===== src/rtl/fwd_select_pkg.sv =====
package fwd_select_pkg;
  localparam int unsigned REG_W = 5;

  typedef enum logic [1:0] {
    FWD_RF  = 2'b00,
    FWD_WB  = 2'b01,
    FWD_MEM = 2'b10
  } fwd_sel_e;
endpackage


===== src/rtl/fwd_stage_hit.sv =====
// One later stage compared against one source operand.
module fwd_stage_hit #(
  parameter int unsigned REG_W = 5
) (
  input  logic [REG_W-1:0] src_i,
  input  logic [REG_W-1:0] dst_i,
  input  logic             we_i,
  output logic             hit_o
);
  logic dst_nonzero;
  assign dst_nonzero = |dst_i;
  assign hit_o       = we_i && dst_nonzero && (dst_i == src_i);
endmodule


===== src/rtl/fwd_operand_sel.sv =====
module fwd_operand_sel
  import fwd_select_pkg::*;
#(
  parameter int unsigned REG_W = 5
) (
  input  logic [REG_W-1:0] src_i,
  input  logic [REG_W-1:0] mem_rd_i,
  input  logic             mem_we_i,
  input  logic [REG_W-1:0] wb_rd_i,
  input  logic             wb_we_i,
  output logic [1:0]       sel_o
);
  logic mem_hit, wb_hit;
  fwd_sel_e sel;

  fwd_stage_hit #(.REG_W(REG_W)) u_mem_hit (
    .src_i(src_i), .dst_i(mem_rd_i), .we_i(mem_we_i), .hit_o(mem_hit)
  );
  fwd_stage_hit #(.REG_W(REG_W)) u_wb_hit (
    .src_i(src_i), .dst_i(wb_rd_i), .we_i(wb_we_i), .hit_o(wb_hit)
  );

  // nearest producer first
  always_comb begin
    if (mem_hit)     sel = FWD_MEM;
    else if (wb_hit) sel = FWD_WB;
    else             sel = FWD_RF;
  end

  assign sel_o = sel;
endmodule


===== src/rtl/fwd_select.sv =====
module fwd_select
  import fwd_select_pkg::*;
#(
  parameter int unsigned NUM_SRC = 2
) (
  input  logic [REG_W-1:0] ex_rs_i,
  input  logic [REG_W-1:0] ex_rt_i,
  input  logic [REG_W-1:0] mem_rd_i,
  input  logic             mem_we_i,
  input  logic [REG_W-1:0] wb_rd_i,
  input  logic             wb_we_i,
  output logic [1:0]       fwd_a_o,
  output logic [1:0]       fwd_b_o
);
  logic [NUM_SRC-1:0][REG_W-1:0] src;
  logic [NUM_SRC-1:0][1:0]       sel;

  assign src[0] = ex_rs_i;
  assign src[1] = ex_rt_i;

  for (genvar g = 0; g < NUM_SRC; g++) begin : g_src
    fwd_operand_sel #(.REG_W(REG_W)) u_sel (
      .src_i   (src[g]),
      .mem_rd_i(mem_rd_i),
      .mem_we_i(mem_we_i),
      .wb_rd_i (wb_rd_i),
      .wb_we_i (wb_we_i),
      .sel_o   (sel[g])
    );
  end

  assign fwd_a_o = sel[0];
  assign fwd_b_o = sel[1];
endmodule


===== config.mk =====
export PLATFORM = sky130hd
export DESIGN_NAME = fwd_select
export DESIGN_NICKNAME = d
export VERILOG_FILES = /design/src/rtl/fwd_select_pkg.sv /design/src/rtl/fwd_stage_hit.sv /design/src/rtl/fwd_operand_sel.sv /design/src/rtl/fwd_select.sv
export SDC_FILE = /design/constraint.sdc
export NUM_CORES = 1
export LEC_CHECK = 0
export BUFFER_PORTS_ARGS = -buffer_cell sky130_fd_sc_hd__buf_2
export CORE_AREA = 5 5 42 44
export DETAILED_ROUTE_END_ITERATION = 16
export DIE_AREA = 0 0 47 49
export GPL_TIMING_DRIVEN = 0
export PLACE_DENSITY = 0.61
export SYNTH_ARGS = -nofsm -noshare
export SYNTH_HDL_FRONTEND = slang
export SYNTH_SLANG_ARGS = --single-unit

===== constraint.sdc =====
create_clock -name vclk -period 1.75
set_clock_uncertainty 0.15 [all_clocks]
set_input_delay 0.175 -clock vclk [all_inputs]
set_output_delay 0.175 -clock vclk [all_outputs]
set_load 0.1 [all_outputs]

==> results of run 1 <==
## logic make-up (layout without fill, tap and decap cells)
family	after synthesis	count (layout)
simple gates	13	13
buf+inv	2	29
xor+xnor	20	20
compound gates	1	1
## how the worst max path moves through the flow
stage                     start          to  slack (ns)  depth (start not counted)
floorplan           mem_rd_i[3]  fwd_a_o[0]       -0.56                          4
global placement    mem_rd_i[3]  fwd_a_o[0]       -0.35                          6
detailed placement  mem_rd_i[3]  fwd_a_o[0]       -0.33                          6
CTS                 mem_rd_i[1]  fwd_b_o[0]       -0.08                          6
global route        mem_rd_i[1]  fwd_b_o[0]       -0.13                          6
finish              mem_rd_i[1]  fwd_a_o[0]       -0.06                          6
## cell usage after synthesis
cell,instances
or4_1,2
nor4_1,2
nor4_2,2
nand4_1,2
buf_4,2
xnor2_1,16
nor2_1,1
nand2_1,2
nand3_1,2
xor2_1,4
o21ai_2,1
## stage by stage
stage	TNS, ns	hold WS [ns]	total power (W)
after floorplan	-1.12	0.429	0.0000654
after global placement	-1.17	0.750	0.000112
after detailed placement	-1.13	0.746	0.000113
after CTS	-0.166	0.652	0.000134
after global routing	-0.225	0.676	0.000145
final	-0.125	0.652	0.000135
## area by class of cell
class / instances / area (sq um)
Tap cell: 16 / 20.0
Fill cell: 162 / 850
Multi-Input combinational cell: 34 / 329
Buffer: 2 / 15.0
Timing Repair Buffer: 27 / 188
## per-layer routing
metal | part of all wire [%] | global-route usage, % | up-vias
met5 | 0 | 0 | -
met4 | 2.0 | 1.38 | 0
met3 | 11 | 1.48 | 2
met2 | 50 | 15.2 | 21
met1 | 37 | 11.7 | 151
li1 | - | - | 179
## power by group through the flow
stage               Sequential, W  Clock (W)  Combinational (W)
finish                          0          0           0.000135
global route                    0          0           0.000145
CTS                             0          0           0.000134
detailed placement              0          0           0.000113
global placement                0          0           0.000112
floorplan                       0          0          0.0000654
## layout by cell type, fill, tap and decap left out, types with 2 or more instances in the layout
cell / n
nor4_4: 4
nand4_1: 2
xor2_1: 4
buf_4: 3
buf_2: 20
xnor2_1: 16
nand3_1: 2
nand2_1: 2
buf_6: 4
## critical path: stages
cell and delay, ns:
buf_8 0.10, or4_4 0.54, o21ai_4 0.20, nor4_4 0.07, nor4_4 0.15, buf_6 0.26
## repair_timing
item,in CTS,in global routing
resized for setup,19,2
setup buffers,1,0
endpoints found under the setup margin,4,4
endpoints found under the hold margin,0,0
gates cloned,0,0
hold buffers,0,0
pin swaps,6,2
==> reports/results.ini, run 1 <==
[run_status]
status = finished, violations left
violations = setup timing

[synth]
synth.top_cell.area_share_pct = 49.1
synth_top_family_by_area = XOR/XNOR gates
yosysTopAreaCell = xnor2_1
synth_area_per_cell_sq_um = 7.92
syn_inst = 36
syn-num-nets = 58
synth_xor_area_share_pct = 61.4
synthSimpleGateAreaFrac_pct = 30.3
synth_compound_area_share_pct = 3.07
ys_warn_count = 0
synth_cell_type_count = 11
synthTopCellsByArea = xnor2_1 49%, xor2_1 12%, nor4_2 8.8%
synthAdderAreaFrac_pct = 0
yosysSeqAreaShare_pct = 0
synth_area_sq_um = 285
synth.area.mux_share_pct = 0

[hold_path]
min_path_type = primary input to primary output
hold_depth = 4
min_from = wb_we_i
hold_end = fwd_b_o[0]

[power]
switchingPower_w = 0.0000703
intPower_w = 0.0000644
clkPwrFrac_pct = 0
p_per_area_mw_per_mm2 = 244
combPwrFrac_pct = 100.0
peakVddDrop_mv = 0.0858
p_leak_nw = 0.208
p_sw_share_pct = 52.2
p_seq_share_pct = 0

[critical_path]
critPathLaunchType = primary input
criticalPathCategory = primary input to primary output
worstPathArrival_ns = 1.49
required_ns = 1.42
crit_fanout = 2
endpoint_kind = primary output

[cells_and_area]
final_layout_size_suffix_gt1_share_pct = 55.6
fin_area_sq_um = 552
clkbuf_count = 0
fin_nets = 87
antenna_cells = 0
finalCoreUtilization_pct = 39.4
seq_cell_count = 0
area.growth.synth_to_final_pct = 93.4
seq_area_sq_um = 0
layout.cells.non_filler = 79

[detailed_routing]
routed_via_density = 4.47
drt_pass1_iterations = 4
drc = 0
vias = 353
drt_iter0_drc = 4
drtAntennaViolNets = 0
routed_wl_microns = 959
wl_per_cell_microns = 12.1

[job]
cap_violations = 0

[global_route]
first_global_vias = 390
grt-ovfl-total = 0
grt_max_degree = 4
antenna_found_initial = 0
track_usage_pct = 8.98
grt_pass1_wl_microns = 1660

[timing]
setup_slack_ns = -0.0638
period_share_pct = 104
worstMarginPinSlew_ns = 0.367
drv_slew = 0
final-setup-viol-count = 2
rsz0062_at_grt = yes
slew_headroom_pct = 75.4
layout_min_cycle_time_ns = 1.81
hold_violations = 0
max_freq_ghz = 0.551

[die]
die_x_microns = 47
die_h_microns = 49
io_pins = 26
start_util_pct = 20.4
fp-row-count = 14
core_area_sq_mm = 0.00140
dieArea_sq_mm = 0.00230

[place]
post_dp_cell_area_sq_um = 453
place_ws_ns = -0.326
io_buffers = 26
gp_congestion = 0.739
placed_cells = 78

(Power assumes the default switching activity.)
==> run 2, diff against run 1 <==
--- a/config.mk
+++ b/config.mk
@@ -10,6 +10,7 @@
 export DETAILED_ROUTE_END_ITERATION = 16
 export DIE_AREA = 0 0 47 49
 export GPL_TIMING_DRIVEN = 0
+export MAX_ROUTING_LAYER = met4
 export PLACE_DENSITY = 0.61
 export SYNTH_ARGS = -nofsm -noshare
 export SYNTH_HDL_FRONTEND = slang
==> reports/results.ini, run 2 (same netlist as run 1, synthesis figures left out) <==
[run_status]
status = finished, violations left
violations = setup timing

[detailed_routing]
routed_via_density = 4.47
drc = 0
routed_wl_microns = 959
wl_per_cell_microns = 12.1
drtAntennaViolNets = 0
drt_iter0_drc = 4
vias = 353
drt_pass1_iterations = 4

[cells_and_area]
area.growth.synth_to_final_pct = 93.4
final_layout_size_suffix_gt1_share_pct = 55.6
clkbuf_count = 0
layout.cells.non_filler = 79
final_cell_mix = 20 x buf_2, 16 x xnor2_1, 4 x xor2_1, 4 x nor4_4, 4 x buf_6
seq_area_sq_um = 0
antenna_cells = 0
seq_cell_count = 0
final_common_cell = buf_2
fin_area_sq_um = 552
fin_nets = 87

[power]
p_leak_nw = 0.208
power.total_w = 0.000135
p_per_area_mw_per_mm2 = 244
peakVddDrop_mv = 0.0858

[critical_path]
worstPathArrival_ns = 1.49
crit_fanout = 2
crit_path_cell_trace = buf_8, or4_4, o21ai_4, nor4_4, nor4_4, buf_6
required_ns = 1.42
crit_path_frequent_cell = nor4_4
cpMaxStageDelayCell = or4_4
criticalPathCategory = primary input to primary output
endpoint_kind = primary output
cpPeakStageDelay_ns = 0.54
critPathLaunchType = primary input

[place]
place_ws_ns = -0.326
post_dp_cell_area_sq_um = 453
io_buffers = 26
gp_congestion = 0.748
placed_cells = 78

[global_route]
grt-ovfl-total = 0
antenna_found_initial = 0
track_usage_pct = 9.21
grt_max_degree = 4
grt_pass1_wl_microns = 1660
first_global_vias = 390

[hold_path]
min_path_type = primary input to primary output
min_from = wb_we_i
hold_end = fwd_b_o[0]
hold_depth = 4

[die]
dieArea_sq_mm = 0.00230
io_pins = 26
die_x_microns = 47
core_area_sq_mm = 0.00140
die_h_microns = 49
start_util_pct = 20.4
fp-row-count = 14

[timing]
final-setup-viol-count = 2
max_freq_ghz = 0.551
setup_slack_ns = -0.0638
layout_min_cycle_time_ns = 1.81
rsz0062_at_grt = yes
slew_headroom_pct = 75.4
hold_violations = 0
drv_slew = 0
period_share_pct = 104
whs_ns = 0.652
worstMarginPinSlew_ns = 0.367

[clock_network]
postCtsHoldBufs = 0

[job]
cap_violations = 0

## run 2: cell counts in the layout (fill, tap and decap cells not counted)
Identical to the previous run, type by type.
## run 2: worst max-delay path, delay by kind of cell
| kind | cells | cell delay [ns] |
|---|---|---|
| compound gates | 1 | 0.20 |
| buf+inv | 2 | 0.36 |
| simple gates | 3 | 0.76 |
## run 2: final cells by class
class | count | area (sq um)
buffer | 2 | 15.0
multi-input combinational | 34 | 329
timing repair buffer | 27 | 188
fill | 162 | 850
tap | 16 | 20.0
## run 2: stage by stage
stage	setup TNS (ns)	utilization [%]
2_1_floorplan	-1.12	-
3_3_place_gp	-1.17	32.3
3_5_place_dp	-1.13	32.3
4_1_cts	-0.166	38.8
5_1_grt	-0.225	39.4
6_report	-0.125	39.4
## run 2: timing repair
action / 4_1_cts / 5_1_grt
endpoints found under the setup margin: 4 / 4
resized for setup: 19 / 2
pin swaps: 6 / 2
setup buffers: 1 / 0
## run 2: routing by layer
layer	global-route usage (%)	vias to the layer above	part of all wire, %
met5	-	-	0
met4	1.38	0	2.0
met3	0.369	2	9.0
met2	15.2	21	50
met1	12.4	151	38
li1	-	179	-
## run 2: where the power goes
group          leakage, nW  internal, W  switching [W]  total [W]
combinational        0.208    0.0000644      0.0000702   0.000135
clock                    0            0              0          0
sequential               0            0              0          0
## run 2: how the worst max path moves through the flow
stage	start	to	slack, ns	cells after the start
floorplan	mem_rd_i[3]	fwd_a_o[0]	-0.56	4
global placement	mem_rd_i[3]	fwd_a_o[0]	-0.35	6
detailed placement	mem_rd_i[3]	fwd_a_o[0]	-0.33	6
CTS	mem_rd_i[1]	fwd_b_o[0]	-0.08	6
global route	mem_rd_i[1]	fwd_b_o[0]	-0.13	6
finish	mem_rd_i[1]	fwd_a_o[0]	-0.06	6
==> run 3, diff against run 2 <==
--- a/config.mk
+++ b/config.mk
@@ -9,7 +9,6 @@
 export CORE_AREA = 5 5 42 44
 export DETAILED_ROUTE_END_ITERATION = 16
 export DIE_AREA = 0 0 47 49
-export GPL_TIMING_DRIVEN = 0
 export MAX_ROUTING_LAYER = met4
 export PLACE_DENSITY = 0.61
 export SYNTH_ARGS = -nofsm -noshare
==> reports/results.ini, run 3 (same netlist as run 1, synthesis figures left out) <==
[run_status]
status = finished, violations left
violations = setup timing

[die]
die_h_microns = 49
core_area_sq_mm = 0.00140
fp-row-count = 14
dieArea_sq_mm = 0.00230
io_pins = 26
start_util_pct = 20.4
die_x_microns = 47

[critical_path]
endpoint_kind = primary output
worstPathArrival_ns = 1.59
crit_fanout = 2
critPathLaunchType = primary input
required_ns = 1.42
criticalPathCategory = primary input to primary output

[place]
dpl.hpwl_microns = 1000
placed_cells = 81
gp_congestion = 0.784
io_buffers = 26
place_ws_ns = -0.209

[power]
p_leak_nw = 0.215
p_per_area_mw_per_mm2 = 233
p_seq_share_pct = 0
switchingPower_w = 0.0000661
combPwrFrac_pct = 100.0
p_sw_share_pct = 51.2
peakVddDrop_mv = 0.0896
intPower_w = 0.0000630
clkPwrFrac_pct = 0

[timing]
slew_headroom_pct = 60.8
drv_slew = 0
worstMarginPinSlew_ns = 0.583
setup_slack_ns = -0.163
period_share_pct = 109
hold_violations = 0
max_freq_ghz = 0.523
layout_min_cycle_time_ns = 1.91
rsz0062_at_grt = yes
final-setup-viol-count = 3

[cells_and_area]
area.growth.synth_to_final_pct = 93.9
final_cell_mix = 22 x buf_2, 16 x xnor2_1, 5 x buf_4
clkbuf_count = 0
final_layout_size_suffix_gt1_share_pct = 55.4
layout.cells.non_filler = 81
seq_cell_count = 0
fin_nets = 89
antenna_cells = 0
final_common_cell = buf_2
finalCoreUtilization_pct = 39.5
seq_area_sq_um = 0

[detailed_routing]
drt_iter0_drc = 0
routed_via_density = 4.49
drc = 0
vias = 364
drtAntennaViolNets = 0
wl_per_cell_microns = 12.8
routed_wl_microns = 1030
drt_pass1_iterations = 1

[hold_path]
hold_end = fwd_a_o[0]
min_from = wb_we_i
hold_depth = 4
min_path_type = primary input to primary output

[global_route]
grt_pass1_wl_microns = 1590
first_global_vias = 377
track_usage_pct = 9.14
grt-ovfl-total = 0
antenna_found_initial = 0
grt_max_degree = 4

[clock_network]
cts_setup_buffers = 0

[job]
cap_violations = 0

run 3: worst max-delay path, stage by stage:
cell     delay [ns]
buf_2          0.11
or4_4          0.55
o21ai_4        0.16
nor4_2         0.09
nor4_4         0.29
buf_12         0.22
run 3: how the worst max path moves through the flow:
stage,slack (ns),depth (start not counted),endpoint,start
finish,-0.16,6,fwd_b_o[0],mem_rd_i[3]
global route,-0.20,6,fwd_b_o[0],mem_rd_i[3]
detailed placement,-0.21,6,fwd_b_o[0],mem_rd_i[3]
CTS,-0.21,6,fwd_b_o[0],mem_rd_i[3]
floorplan,-0.56,4,fwd_a_o[0],mem_rd_i[3]
global placement,-0.13,6,fwd_b_o[0],mem_rd_i[3]
run 3: stage by stage:
stage               area [sq um]  TNS [ns]  hold slack, ns  total power [W]
floorplan                    303     -1.12           0.429        0.0000654
global placement             536    -0.399           0.632         0.000122
detailed placement           536    -0.596           0.649         0.000126
CTS                          546    -0.468           0.647         0.000129
global route                 553    -0.578           0.651         0.000139
finish                       553    -0.387           0.635         0.000129
run 3: power groups by stage:
| stage | sequential [W] | combinational, W | clock (W) |
|---|---|---|---|
| after floorplan | 0 | 0.0000654 | 0 |
| after global placement | 0 | 0.000122 | 0 |
| after detailed placement | 0 | 0.000126 | 0 |
| after CTS | 0 | 0.000129 | 0 |
| after global routing | 0 | 0.000139 | 0 |
| final | 0 | 0.000129 | 0 |
run 3: cell type report:
| type | instances | area (sq um) |
|---|---|---|
| timing repair buffer | 31 | 228 |
| tap | 16 | 20.0 |
| multi-input combinational | 34 | 305 |
| fill | 157 | 848 |
run 3: metal layers:
| layer | share of wire (%) | GRT usage [%] | vias up |
|---|---|---|---|
| li1 | - | - | 183 |
| met1 | 34 | 11.1 | 165 |
| met2 | 53 | 16.3 | 16 |
| met3 | 13 | 1.48 | 0 |
| met4 | 0 | 0 | 0 |
| met5 | 0 | - | - |
run 3: what timing repair did:
action                                  in CTS  in global routing
pin swaps                                    1                  1
resized for setup                            2                  1
endpoints found under the hold margin        0                  0
hold buffers                                 0                  0
endpoints found under the setup margin       4                  3
